`src/rtl/rvs_pkg.sv`:
```
package rvs_pkg;
  localparam int WAYS = 4;
  typedef logic [1:0] way_t;
endpackage

```
`src/rtl/rvs_lfsr.sv`:
```
module rvs_lfsr #(
  parameter logic [15:0] SEED = 16'hACE1
) (
  input  logic        clk,
  input  logic        rst,
  output logic [15:0] state
);
  logic fb;
  assign fb = state[15] ^ state[13] ^ state[12] ^ state[10];

  always_ff @(posedge clk) begin
    if (rst) state <= SEED;
    else     state <= {state[14:0], fb};
  end

  assert_lfsr_nonzero_R8: assert property (@(posedge clk) disable iff (rst)
    1'b1 |=> (state != 16'h0));
endmodule

```
`src/rtl/rvs_state.sv`:
```
module rvs_state import rvs_pkg::*; #(
  parameter int SETS      = 16,
  parameter int CNT_W     = 4,
  parameter int GCNT_W    = 6,
  parameter int FRAC      = 2,
  parameter int RATE_W    = CNT_W + FRAC,
  parameter int INIT_RATE = 4
) (
  input  logic                         clk,
  input  logic                         rst,
  input  logic                         acc_valid,
  input  logic [$clog2(SETS)-1:0]      acc_set,
  input  logic                         acc_hit,
  input  way_t                         acc_way,
  input  logic                         evict_en,
  input  logic [$clog2(SETS)-1:0]      evict_set,
  input  way_t                         evict_way,
  input  logic [$clog2(SETS)-1:0]      rd_set,
  output logic [WAYS-1:0][CNT_W-1:0]   rd_cnt,
  output logic [WAYS-1:0][RATE_W-1:0]  rd_rate,
  output logic [WAYS-1:0]              rd_valid
);
  localparam logic [CNT_W-1:0]  CMAX = {CNT_W{1'b1}};
  localparam logic [GCNT_W-1:0] GMAX = {GCNT_W{1'b1}};
  localparam logic [RATE_W-1:0] RINIT = RATE_W'(INIT_RATE);

  logic [CNT_W-1:0]  cnt_q   [SETS][WAYS];
  logic [RATE_W-1:0] rate_q  [SETS][WAYS];
  logic              valid_q [SETS][WAYS];
  logic [GCNT_W-1:0] gcnt_q  [SETS];

  // next values for the set under access
  logic                       wrap;
  logic [WAYS-1:0][CNT_W-1:0] cnt_nxt;
  logic [CNT_W-1:0]           hit_cnt;
  logic [RATE_W:0]            rate_sum;
  logic [RATE_W-1:0]          rate_nxt;

  always_comb begin
    wrap    = (gcnt_q[acc_set] == GMAX);
    hit_cnt = cnt_q[acc_set][acc_way];
    if (hit_cnt != CMAX) hit_cnt = hit_cnt + 1'b1;
    for (int w = 0; w < WAYS; w++) begin
      cnt_nxt[w] = (acc_hit && acc_way == way_t'(w)) ? hit_cnt : cnt_q[acc_set][w];
      if (wrap) cnt_nxt[w] = cnt_nxt[w] >> 1;
    end
    rate_sum = {1'b0, rate_q[acc_set][acc_way]} + ((RATE_W+1)'(hit_cnt) << FRAC);
    rate_nxt = rate_sum[RATE_W:1];
  end

  always_ff @(posedge clk) begin
    if (rst) begin
      for (int s = 0; s < SETS; s++) begin
        gcnt_q[s] <= '0;
        for (int w = 0; w < WAYS; w++) begin
          cnt_q[s][w]   <= '0;
          rate_q[s][w]  <= RINIT;
          valid_q[s][w] <= 1'b0;
        end
      end
    end else begin
      if (acc_valid) begin
        for (int w = 0; w < WAYS; w++) cnt_q[acc_set][w] <= cnt_nxt[w];
        gcnt_q[acc_set] <= wrap ? '0 : gcnt_q[acc_set] + 1'b1;
        if (acc_hit) rate_q[acc_set][acc_way] <= rate_nxt;
      end
      if (evict_en) begin
        cnt_q[evict_set][evict_way]   <= '0;
        valid_q[evict_set][evict_way] <= 1'b1;
      end
    end
  end

  always_comb begin
    for (int w = 0; w < WAYS; w++) begin
      rd_cnt[w]   = cnt_q[rd_set][w];
      rd_rate[w]  = rate_q[rd_set][w];
      rd_valid[w] = valid_q[rd_set][w];
    end
  end

  assert_cnt_saturates_R4: assert property (@(posedge clk) disable iff (rst)
    (acc_valid && acc_hit && !evict_en && cnt_q[acc_set][acc_way] == CMAX
     && gcnt_q[acc_set] != GMAX)
    |=> cnt_q[$past(acc_set)][$past(acc_way)] == CMAX);

  assert_global_wrap_R5: assert property (@(posedge clk) disable iff (rst)
    (acc_valid && gcnt_q[acc_set] == GMAX) |=> gcnt_q[$past(acc_set)] == '0);

  assert_evict_clears_R9: assert property (@(posedge clk) disable iff (rst)
    evict_en |=> (cnt_q[$past(evict_set)][$past(evict_way)] == '0
                  && valid_q[$past(evict_set)][$past(evict_way)]));
endmodule

```
`src/rtl/rvs_score.sv`:
```
module rvs_score import rvs_pkg::*; #(
  parameter int CNT_W  = 4,
  parameter int FRAC   = 2,
  parameter int RATE_W = CNT_W + FRAC,
  parameter int SW     = CNT_W + 1
) (
  input  logic [WAYS-1:0][CNT_W-1:0]  cnt,
  input  logic [WAYS-1:0][RATE_W-1:0] rate,
  output logic [WAYS-1:0][SW-1:0]     score
);
  for (genvar w = 0; w < WAYS; w++) begin : g_way
    assign score[w] = SW'(rate[w][RATE_W-1:FRAC]) + SW'(cnt[w]);
  end
endmodule

```
`src/rtl/rvs_pick.sv`:
```
module rvs_pick import rvs_pkg::*; #(
  parameter int SW = 5
) (
  input  logic                    clk,
  input  logic                    rst,
  input  logic                    req,
  input  logic [WAYS-1:0]         valid,
  input  logic [WAYS-1:0][SW-1:0] scores,
  input  logic [1:0]              rnd,
  output way_t                    pick_way,
  output logic                    vic_valid,
  output way_t                    vic_way
);
  logic [SW-1:0]   min_s;
  logic [WAYS-1:0] tie;
  logic [2:0]      ntie;
  logic [2:0]      sel;
  logic [2:0]      k;

  always_comb begin
    min_s = scores[0];
    for (int w = 1; w < WAYS; w++)
      if (scores[w] < min_s) min_s = scores[w];
    tie  = '0;
    ntie = '0;
    for (int w = 0; w < WAYS; w++)
      if (scores[w] == min_s) begin
        tie[w] = 1'b1;
        ntie   = ntie + 3'd1;
      end
    sel      = {1'b0, rnd} % ntie;
    pick_way = '0;
    k        = '0;
    if (!(&valid)) begin
      for (int w = WAYS - 1; w >= 0; w--)
        if (!valid[w]) pick_way = way_t'(w);
    end else begin
      for (int w = 0; w < WAYS; w++)
        if (tie[w]) begin
          if (k == sel) pick_way = way_t'(w);
          k = k + 3'd1;
        end
    end
  end

  always_ff @(posedge clk) begin
    if (rst) begin
      vic_valid <= 1'b0;
      vic_way   <= '0;
    end else begin
      vic_valid <= req;
      if (req) vic_way <= pick_way;
    end
  end

  function automatic logic none_lower(input logic [WAYS-1:0][SW-1:0] s, input way_t w);
    none_lower = 1'b1;
    for (int i = 0; i < WAYS; i++)
      if (s[i] < s[w]) none_lower = 1'b0;
  endfunction

  function automatic logic bit_at(input logic [WAYS-1:0] v, input way_t w);
    bit_at = v[w];
  endfunction

  assert_vic_follows_req_R2: assert property (@(posedge clk) disable iff (rst)
    req |=> vic_valid);
  assert_vic_idle_R2: assert property (@(posedge clk) disable iff (rst)
    !req |=> !vic_valid);
  assert_invalid_first_R3: assert property (@(posedge clk) disable iff (rst)
    (req && !(&valid)) |=> !bit_at($past(valid), vic_way));
  assert_lowest_score_R7: assert property (@(posedge clk) disable iff (rst)
    (req && (&valid)) |=> none_lower($past(scores), vic_way));
endmodule

```
`src/rtl/rate_victim_select.sv`:
```
module rate_victim_select import rvs_pkg::*; #(
  parameter int SETS      = 16,
  parameter int CNT_W     = 4,
  parameter int GCNT_W    = 6,
  parameter int FRAC      = 2,
  parameter int INIT_RATE = 4
) (
  input  logic                    clk,
  input  logic                    rst,
  input  logic                    acc_valid,
  input  logic [$clog2(SETS)-1:0] acc_set,
  input  logic                    acc_hit,
  input  logic [1:0]              acc_way,
  input  logic                    vic_req,
  input  logic [$clog2(SETS)-1:0] vic_set,
  output logic                    vic_valid,
  output logic [1:0]              vic_way
);
  localparam int RATE_W = CNT_W + FRAC;
  localparam int SW     = CNT_W + 1;

  logic [WAYS-1:0][CNT_W-1:0]  rd_cnt;
  logic [WAYS-1:0][RATE_W-1:0] rd_rate;
  logic [WAYS-1:0]             rd_valid;
  logic [WAYS-1:0][SW-1:0]     scores;
  logic [15:0]                 lfsr;
  way_t                        pick_way;

  rvs_lfsr u_lfsr (.clk(clk), .rst(rst), .state(lfsr));

  rvs_state #(
    .SETS(SETS), .CNT_W(CNT_W), .GCNT_W(GCNT_W), .FRAC(FRAC),
    .RATE_W(RATE_W), .INIT_RATE(INIT_RATE)
  ) u_state (
    .clk(clk), .rst(rst),
    .acc_valid(acc_valid), .acc_set(acc_set), .acc_hit(acc_hit), .acc_way(acc_way),
    .evict_en(vic_req), .evict_set(vic_set), .evict_way(pick_way),
    .rd_set(vic_set), .rd_cnt(rd_cnt), .rd_rate(rd_rate), .rd_valid(rd_valid)
  );

  rvs_score #(.CNT_W(CNT_W), .FRAC(FRAC), .RATE_W(RATE_W), .SW(SW)) u_score (
    .cnt(rd_cnt), .rate(rd_rate), .score(scores)
  );

  rvs_pick #(.SW(SW)) u_pick (
    .clk(clk), .rst(rst), .req(vic_req), .valid(rd_valid), .scores(scores),
    .rnd(lfsr[1:0]), .pick_way(pick_way), .vic_valid(vic_valid), .vic_way(vic_way)
  );
endmodule

```
`config.mk`:
```
export PLATFORM = sky130hd
export DESIGN_NAME = rate_victim_select
export DESIGN_NICKNAME = d
export VERILOG_FILES = /design/src/rtl/rvs_pkg.sv /design/src/rtl/rvs_lfsr.sv /design/src/rtl/rvs_state.sv /design/src/rtl/rvs_score.sv /design/src/rtl/rvs_pick.sv /design/src/rtl/rate_victim_select.sv
export SDC_FILE = /design/constraint.sdc
export NUM_CORES = 2
export LEC_CHECK = 0
export BUFFER_PORTS_ARGS = -buffer_cell sky130_fd_sc_hd__buf_2
export CELL_PAD_IN_SITES_DETAIL_PLACEMENT = 0
export CELL_PAD_IN_SITES_GLOBAL_PLACEMENT = 1
export CORE_MARGIN = 8
export CORE_UTILIZATION = 48
export DETAILED_ROUTE_END_ITERATION = 6
export GPL_TIMING_DRIVEN = 0
export PLACE_DENSITY_LB_ADDON = 0.25
export SLEW_MARGIN = 5
export SYNTH_ARGS = -nofsm -noshare
export SYNTH_HDL_FRONTEND = slang
export SYNTH_SLANG_ARGS = --single-unit
export TNS_END_PERCENT = 1
```
`constraint.sdc`:
```
create_clock -name clk -period 18.1 [get_ports clk]
set_input_delay 3.62 -clock clk [delete_from_list [all_inputs] [get_ports clk]]
set_output_delay 3.62 -clock clk [all_outputs]
set_load 0.02 [all_outputs]
```
; ---- Word-level counts from Yosys, hierarchy flattened
; Memory sizes are Yosys's and may differ from the RTL's.
; Cells that the tools add are included.
[classes]
add_sub_neg = 12
multipliers = 0
div = 1
n_lt_le_gt_ge = 7
eq_ne = 12
n_shift = 0
n_mux = 78
n_bitwise = 5
reduce_logical = 13
[ops]
columns = op, n
row1 = $mux 4, 20
row2 = $mux 24, 3
row3 = $mux 16, 4
row4 = $reduce_or 16->1, 2
row5 = $mux 6, 5
row6 = $mux 3, 8
row7 = $reduce_or 24->1, 1
row8 = $add 4x4->5, 4
row9 = $eq 5x5->1, 4
row10 = $mux 1, 20
row11 = $mux 2, 10
row12 = $lt 5x5->1, 3
row13 = $mux 5, 3
row14 = $add 3x1->3 const B, 4
row15 = $bmux 6 s2, 1
row16 = $demux 6 s2, 1
row17 = $eq 3x3->1, 3
row18 = $bmux 4 s2, 1
row19 = $demux 4 s2, 1
row20 = $add 6x6->7, 1
row21 = $add 6x1->6 const B, 1
row22 = $eq 6x6->1 const B, 1
row23 = $ge 3x3->1 const B, 2
row24 = $logic_and 1x1->1, 6
row25 = 14 further kinds, 19
[word_totals]
regBits = 19
latchBits = 0
ramBits = 800
mem_bits_ro = 0
in_bits = 15
out_inout_bits = 3
elab_cells = 135
n_memories = 4
[memory_table]
columns = name, words, word_bits, rd, rd_clocked_by_memory_dff, wr, line_no
row1 = u_state.rate_q, 16, 24, 2, 0, 16, rvs_state.sv:28  ; logic [RATE_W-1:0] rate_q [SETS][WAYS];
row2 = u_state.cnt_q, 16, 16, 2, 0, 16, rvs_state.sv:27  ; logic [CNT_W-1:0] cnt_q [SETS][WAYS];
row3 = u_state.gcnt_q, 16, 6, 1, 0, 16, rvs_state.sv:30  ; logic [GCNT_W-1:0] gcnt_q [SETS];
row4 = u_state.valid_q, 16, 4, 1, 0, 16, rvs_state.sv:29  ; logic valid_q [SETS][WAYS];

; ---- Depth between registers and ports, before layout
; An unclocked memory read counts as a cell.
[depth]
ltp_word = 33
mapped_depth = 69

; ---- Modules after synthesis
; Synthesis repeated with hierarchy kept, for this count alone.
[hier_totals]
hier_cells = 3782
hier_area_um2 = 44845.5
[modules_own_cells]
columns = module, instances, cells_each, area_per_inst_um2, seq_area_each_um2
row1 = rvs_state, 1, 3440, 42005.3, 20820.0
row2 = rvs_pick, 1, 247, 1858.0, 60.1
row3 = rvs_score, 1, 59, 528.0, 0.0
row4 = rvs_lfsr, 1, 36, 454.2, 320.3

; ---- Least setup slack after synthesis
; No wires, ideal clock.
[synth_timing]
path_type = input -> register
startpoint = in vic_set[0]
endpoint = mem u_state.valid_q[7][0] (netlist bit)
setup_ps = 117
arrival_ps = 18325
t_required_ps = 17983
setup_slack_ps = -342
path_stages = 64
path_buffers = 10
cell_sequence = clkbuf_1 clkbuf_1 clkbuf_1 clkbuf_1 buf_1 mux4_2 mux4_2 ha_1 fa_1 a21o_1 a21oi_1 inv_1 ha_1 clkbuf_1 nor2_1 a22oi_1 o21ai_0 nor3_1 [28 not listed] a21oi_1 a21oi_1 o21a_1 nor3_1 a21oi_1 ha_1 a21o_1 a21o_1 clkbuf_1 a21oi_1 xnor2_1 and2_1 a21oi_1 a41o_1 a311oi_1 nor2_1 clkbuf_1 a32o_1
[synth_rtl]
columns = element, line_no
row1 = "start, declared", rate_victim_select.sv:15  ; input logic [$clog2(SETS)-1:0] vic_set,
row2 = "end, declared", rvs_state.sv:29

==> summary.md <==
| Metric | Value |
|---|---|
| Initial core utilization | `48.6%` |
| Mapped Cells | `3271` |
| Top cell by count, worst path | `ha_1` |
| R2R depth | `53` |
| WL/cell | `35.5 um` |
| Worst Path Max Fanout | `10` |
| Clk pwr share | `31.1%` |
| CP max-delay cell | `buf_2` |
| Fin crit share | `96.8%` |
| Die ar. | `87800 sq um` |
| Relative slew margins | `-1.64%` |
| Synth-to-layout area growth | `12.5%` |
| Register share of total power | `31.0%` |
| Reg2reg setup slack | `4080 ps` |
| Clk slew on worst S/H paths | `60 ps` |
| Net Sw Power | `1.98 mW` |
| Die X | `296 um` |
| Switching share of total power | `36.5%` |
| Overall Power | `5.43 mW` |
| Cell Rows | `102` |
| Yosys reg bits | `691` |
| Buf/Inv on CP | `9` |
| TritonCTS Buffers | `77` |
| Clk root buf | `clkbuf_16` |
| Depth of the CTS H-tree | `3` |
| Later-pin clock latency in the skew report | `660 ps` |
| Power density over the cells | `128 nW/um^2` |
| Critical path's top delay family | `compound AO/OA/AOI/OAI gates` |
| Routed WL | `159000 um` |
| Yosys warns | `0` |
| Clock skew | `42.0 ps` |
| Setup TNS | `0 ps` |
| CTS max path bufs | `3` |
| Worst r2r src | `u_state.rate_q[7][20]` |
| Arrival time worst endpoint | `18010 ps` |
| CP Data Required Time | `18590 ps` |
| Vias post-DR | `32589` |
| IO buf count | `8` |
| Worst r2r dst | `u_state.cnt_q[15][0]` |
| Final count of hold timing violations | `0` |
| Internal | `3.44 mW` |
| # setup viols final | `0` |
| Main synth FF type | `edfxtp_1` |
| Io pins | `18` |
| Combinational share of power | `37.9%` |
| Post-Syn Area | `37700 sq um` |
| Vias/cell | `7.29` |
| Worst Setup End Kind | `flip-flop` |
| Max cap viols | `2` |
| Static Leak | `15.0 nW` |
| Clock sinks | `691` |
| Synth Area per Inst | `11.5 sq um` |
| Crit path kind | `input pin to flip-flop` |
| CP startpoint kind | `input pin` |
| Post-DRT Antenna Nets | `0` |
| Hold_buf cts | `0` |
| Peak VDD IR | `329 uV` |
| F_max | `0.0571 GHz` |
| GRT Total Usage | `35.5%` |
| Hold Path Class | `flip-flop to flip-flop` |
| Initial antenna violation count | `6` |
| Max stage delay on crit path | `600 ps` |
| Sequential area share after synthesis | `46.0%` |
| 1st-iter DRT viols | `5762` |
| Fin crit period | `17520 ps` |
| Share of cells above drive strength 1 | `19.9%` |
| Worst slew pin tran | `1520 ps` |
| Hold path startpoint | `u_lfsr.state[9]` |
| Final Cell Area | `42400 sq um` |
| Hold Path Sink | `u_lfsr.state[10]` |
| Status | `finished, violations left` |
| Distinct cells, synth | `72` |
| DP HPWL | `115000 um` |
| Final nets | `3431` |
| TritonCTS clock tree | `built` |
| Final Max Slew Viols | `22` |
| Drt pass-1 iters | `7` |
| Hold path depth | `1` |
| EDFF count, synth | `352` |
| Async S/R FF share, synth | `0%` |
| First-pass GRT wire length | `222000 um` |
| Failing checks | `design-rule violations, max-capacitance violations, max-slew violations` |
| DRC | `2` |
| Largest net degree at the start of global routing | `20` |
| Core area | `77600 sq um` |
| GRT overflow | `0` |
| Post-DP Area | `39100 sq um` |
| Syn nets | `3332` |
| Vias in the first global route | `31203` |
| Die height | `296 um` |
| Routability congestion estimate from global placement | `1.04` |
## state kept, by name (all words and copies together), names as in the netlist
register / count
u_state.valid_q: 64
u_state.cnt_q: 256
u_lfsr.state: 16
u_pick.vic_valid: 1
u_state.gcnt_q: 96
u_state.rate_q: 256
u_pick.vic_way: 2
## cell type report
cell class                 instances  area [sq um]
clock buffer                     105          2210
timing repair buffer              26           190
antenna                            1          2.50
fill                            6726         35200
sequential                       691         17400
multi-input combinational       2177         19100
buffer                           364          1730
inverter                          33           124
clock inverter                    36           449
tap                             1040          1300
## metal layers
layer,up-vias,GRT usage [%],share of wire (%)
met5,-,0,0.022
met1,16306,46.6,35
met2,2853,49.1,41
li1,12844,-,-
met4,6,23.5,8.1
met3,580,13.1,16
## worst max-delay path by stage
stage | startpoint | endpoint | slack (ps) | cells past startpoint
after floorplan | vic_set[0] | u_state.valid_q[7][0] | 140 | 64
after global placement | vic_set[1] | u_state.cnt_q[15][0] | -4420 | 65
after detailed placement | vic_set[1] | u_state.cnt_q[2][0] | -4340 | 61
after CTS | vic_set[0] | u_state.cnt_q[3][1] | 6 | 63
after global routing | vic_set[2] | u_state.cnt_q[6][8] | -40 | 62
final | vic_set[3] | u_state.cnt_q[15][0] | 580 | 58
## power by group through the flow
stage / sequential [mW] / combinational, mW / clock, mW
3_3_place_gp: 1.71 / 1.74 / 0
6_report: 1.68 / 2.06 / 1.69
5_1_grt: 1.69 / 2.23 / 1.74
3_5_place_dp: 1.72 / 1.76 / 0
4_1_cts: 1.68 / 1.83 / 1.67
2_1_floorplan: 1.71 / 1.31 / 0
## stage by stage
stage,setup slack [ps],std cells,utilization [%],hold slack [ps]
floorplan,135,3271,-,389
global placement,-4420,4319,50.3,394
detailed placement,-4340,4320,50.4,401
CTS,5.54,4460,54.2,412
global route,-38.5,4472,54.7,427
finish,585,4473,54.7,411
## worst reg2reg max path: cells and delay by family (launching register included)
kind	cells	cell delay, ps
compound gates	22	4670
xor+xnor	3	430
fa+ha+maj	9	3140
buf+inv	5	930
flops	1	420
mux	4	1920
simple gates	10	2310
## logic make-up (layout without fill, tap and decap cells)
family                   Yosys count  count (layout)  synth area share (%)
AO/OA/AOI/OAI                    716             716                  11.8
XOR/XNOR                          44              44                  1.02
adder cells (fa/ha/maj)           46              46                  1.65
buffers and inverters            403             564                  4.17
flip-flops                       691             691                  46.0
multiplexers                     399             399                  23.2
other                              0               1                     0
AND/OR/NAND/NOR                  972             972                  12.2
## what timing repair did
action	4_1_cts	5_1_grt
setup buffers	4	13
gates resized for setup	103	87
pin swaps	3	9
endpoints found under the setup margin	322	322
## cells in the mapped netlist, types with 18 or more instances
| master | number | area (sq um) |
|---|---|---|
| mux4_2 | 378 | 8510 |
| a22o_1 | 33 | 289 |
| buf_2 | 18 | 90.1 |
| inv_1 | 31 | 116 |
| or3_1 | 69 | 432 |
| a32o_1 | 32 | 320 |
| nor3_1 | 83 | 415 |
| edfxtp_1 | 352 | 10600 |
| a31oi_1 | 243 | 1520 |
| a21o_1 | 20 | 150 |
| and3_1 | 166 | 1040 |
| clkbuf_1 | 301 | 1130 |
| xnor2_1 | 34 | 298 |
| nor2_1 | 381 | 1430 |
| nand2_1 | 188 | 706 |
| buf_1 | 41 | 154 |
| dfxtp_1 | 339 | 6790 |
| ha_1 | 40 | 500 |
| a21oi_1 | 309 | 1550 |
## layout by cell type, fill, tap and decap left out, drive strengths merged, types with 5 or more instances in the layout
cell type	Yosys	final
o211a	5	5
mux2i	15	15
o21ai	19	19
nor2b	14	14
buf	69	97
fa	6	6
nor2	382	382
xnor2	34	34
clkinv	0	22
xor2	10	10
edfxtp	352	352
mux4	378	378
and2	12	12
nand3	13	13
a21o	20	20
dfxtp	339	339
a21oi	309	309
a32o	32	32
o211ai	7	7
or3	69	69
or2	11	11
a22o	33	33
nand2b	10	10
nand2	188	188
and3	166	166
a31oi	243	243
mux2	6	6
nor3	83	83
inv	33	36
o21a	5	5
bufinv	0	10
a211oi	9	9
clkbuf	301	398
ha	40	40
Power figures use the tool's default switching activity.
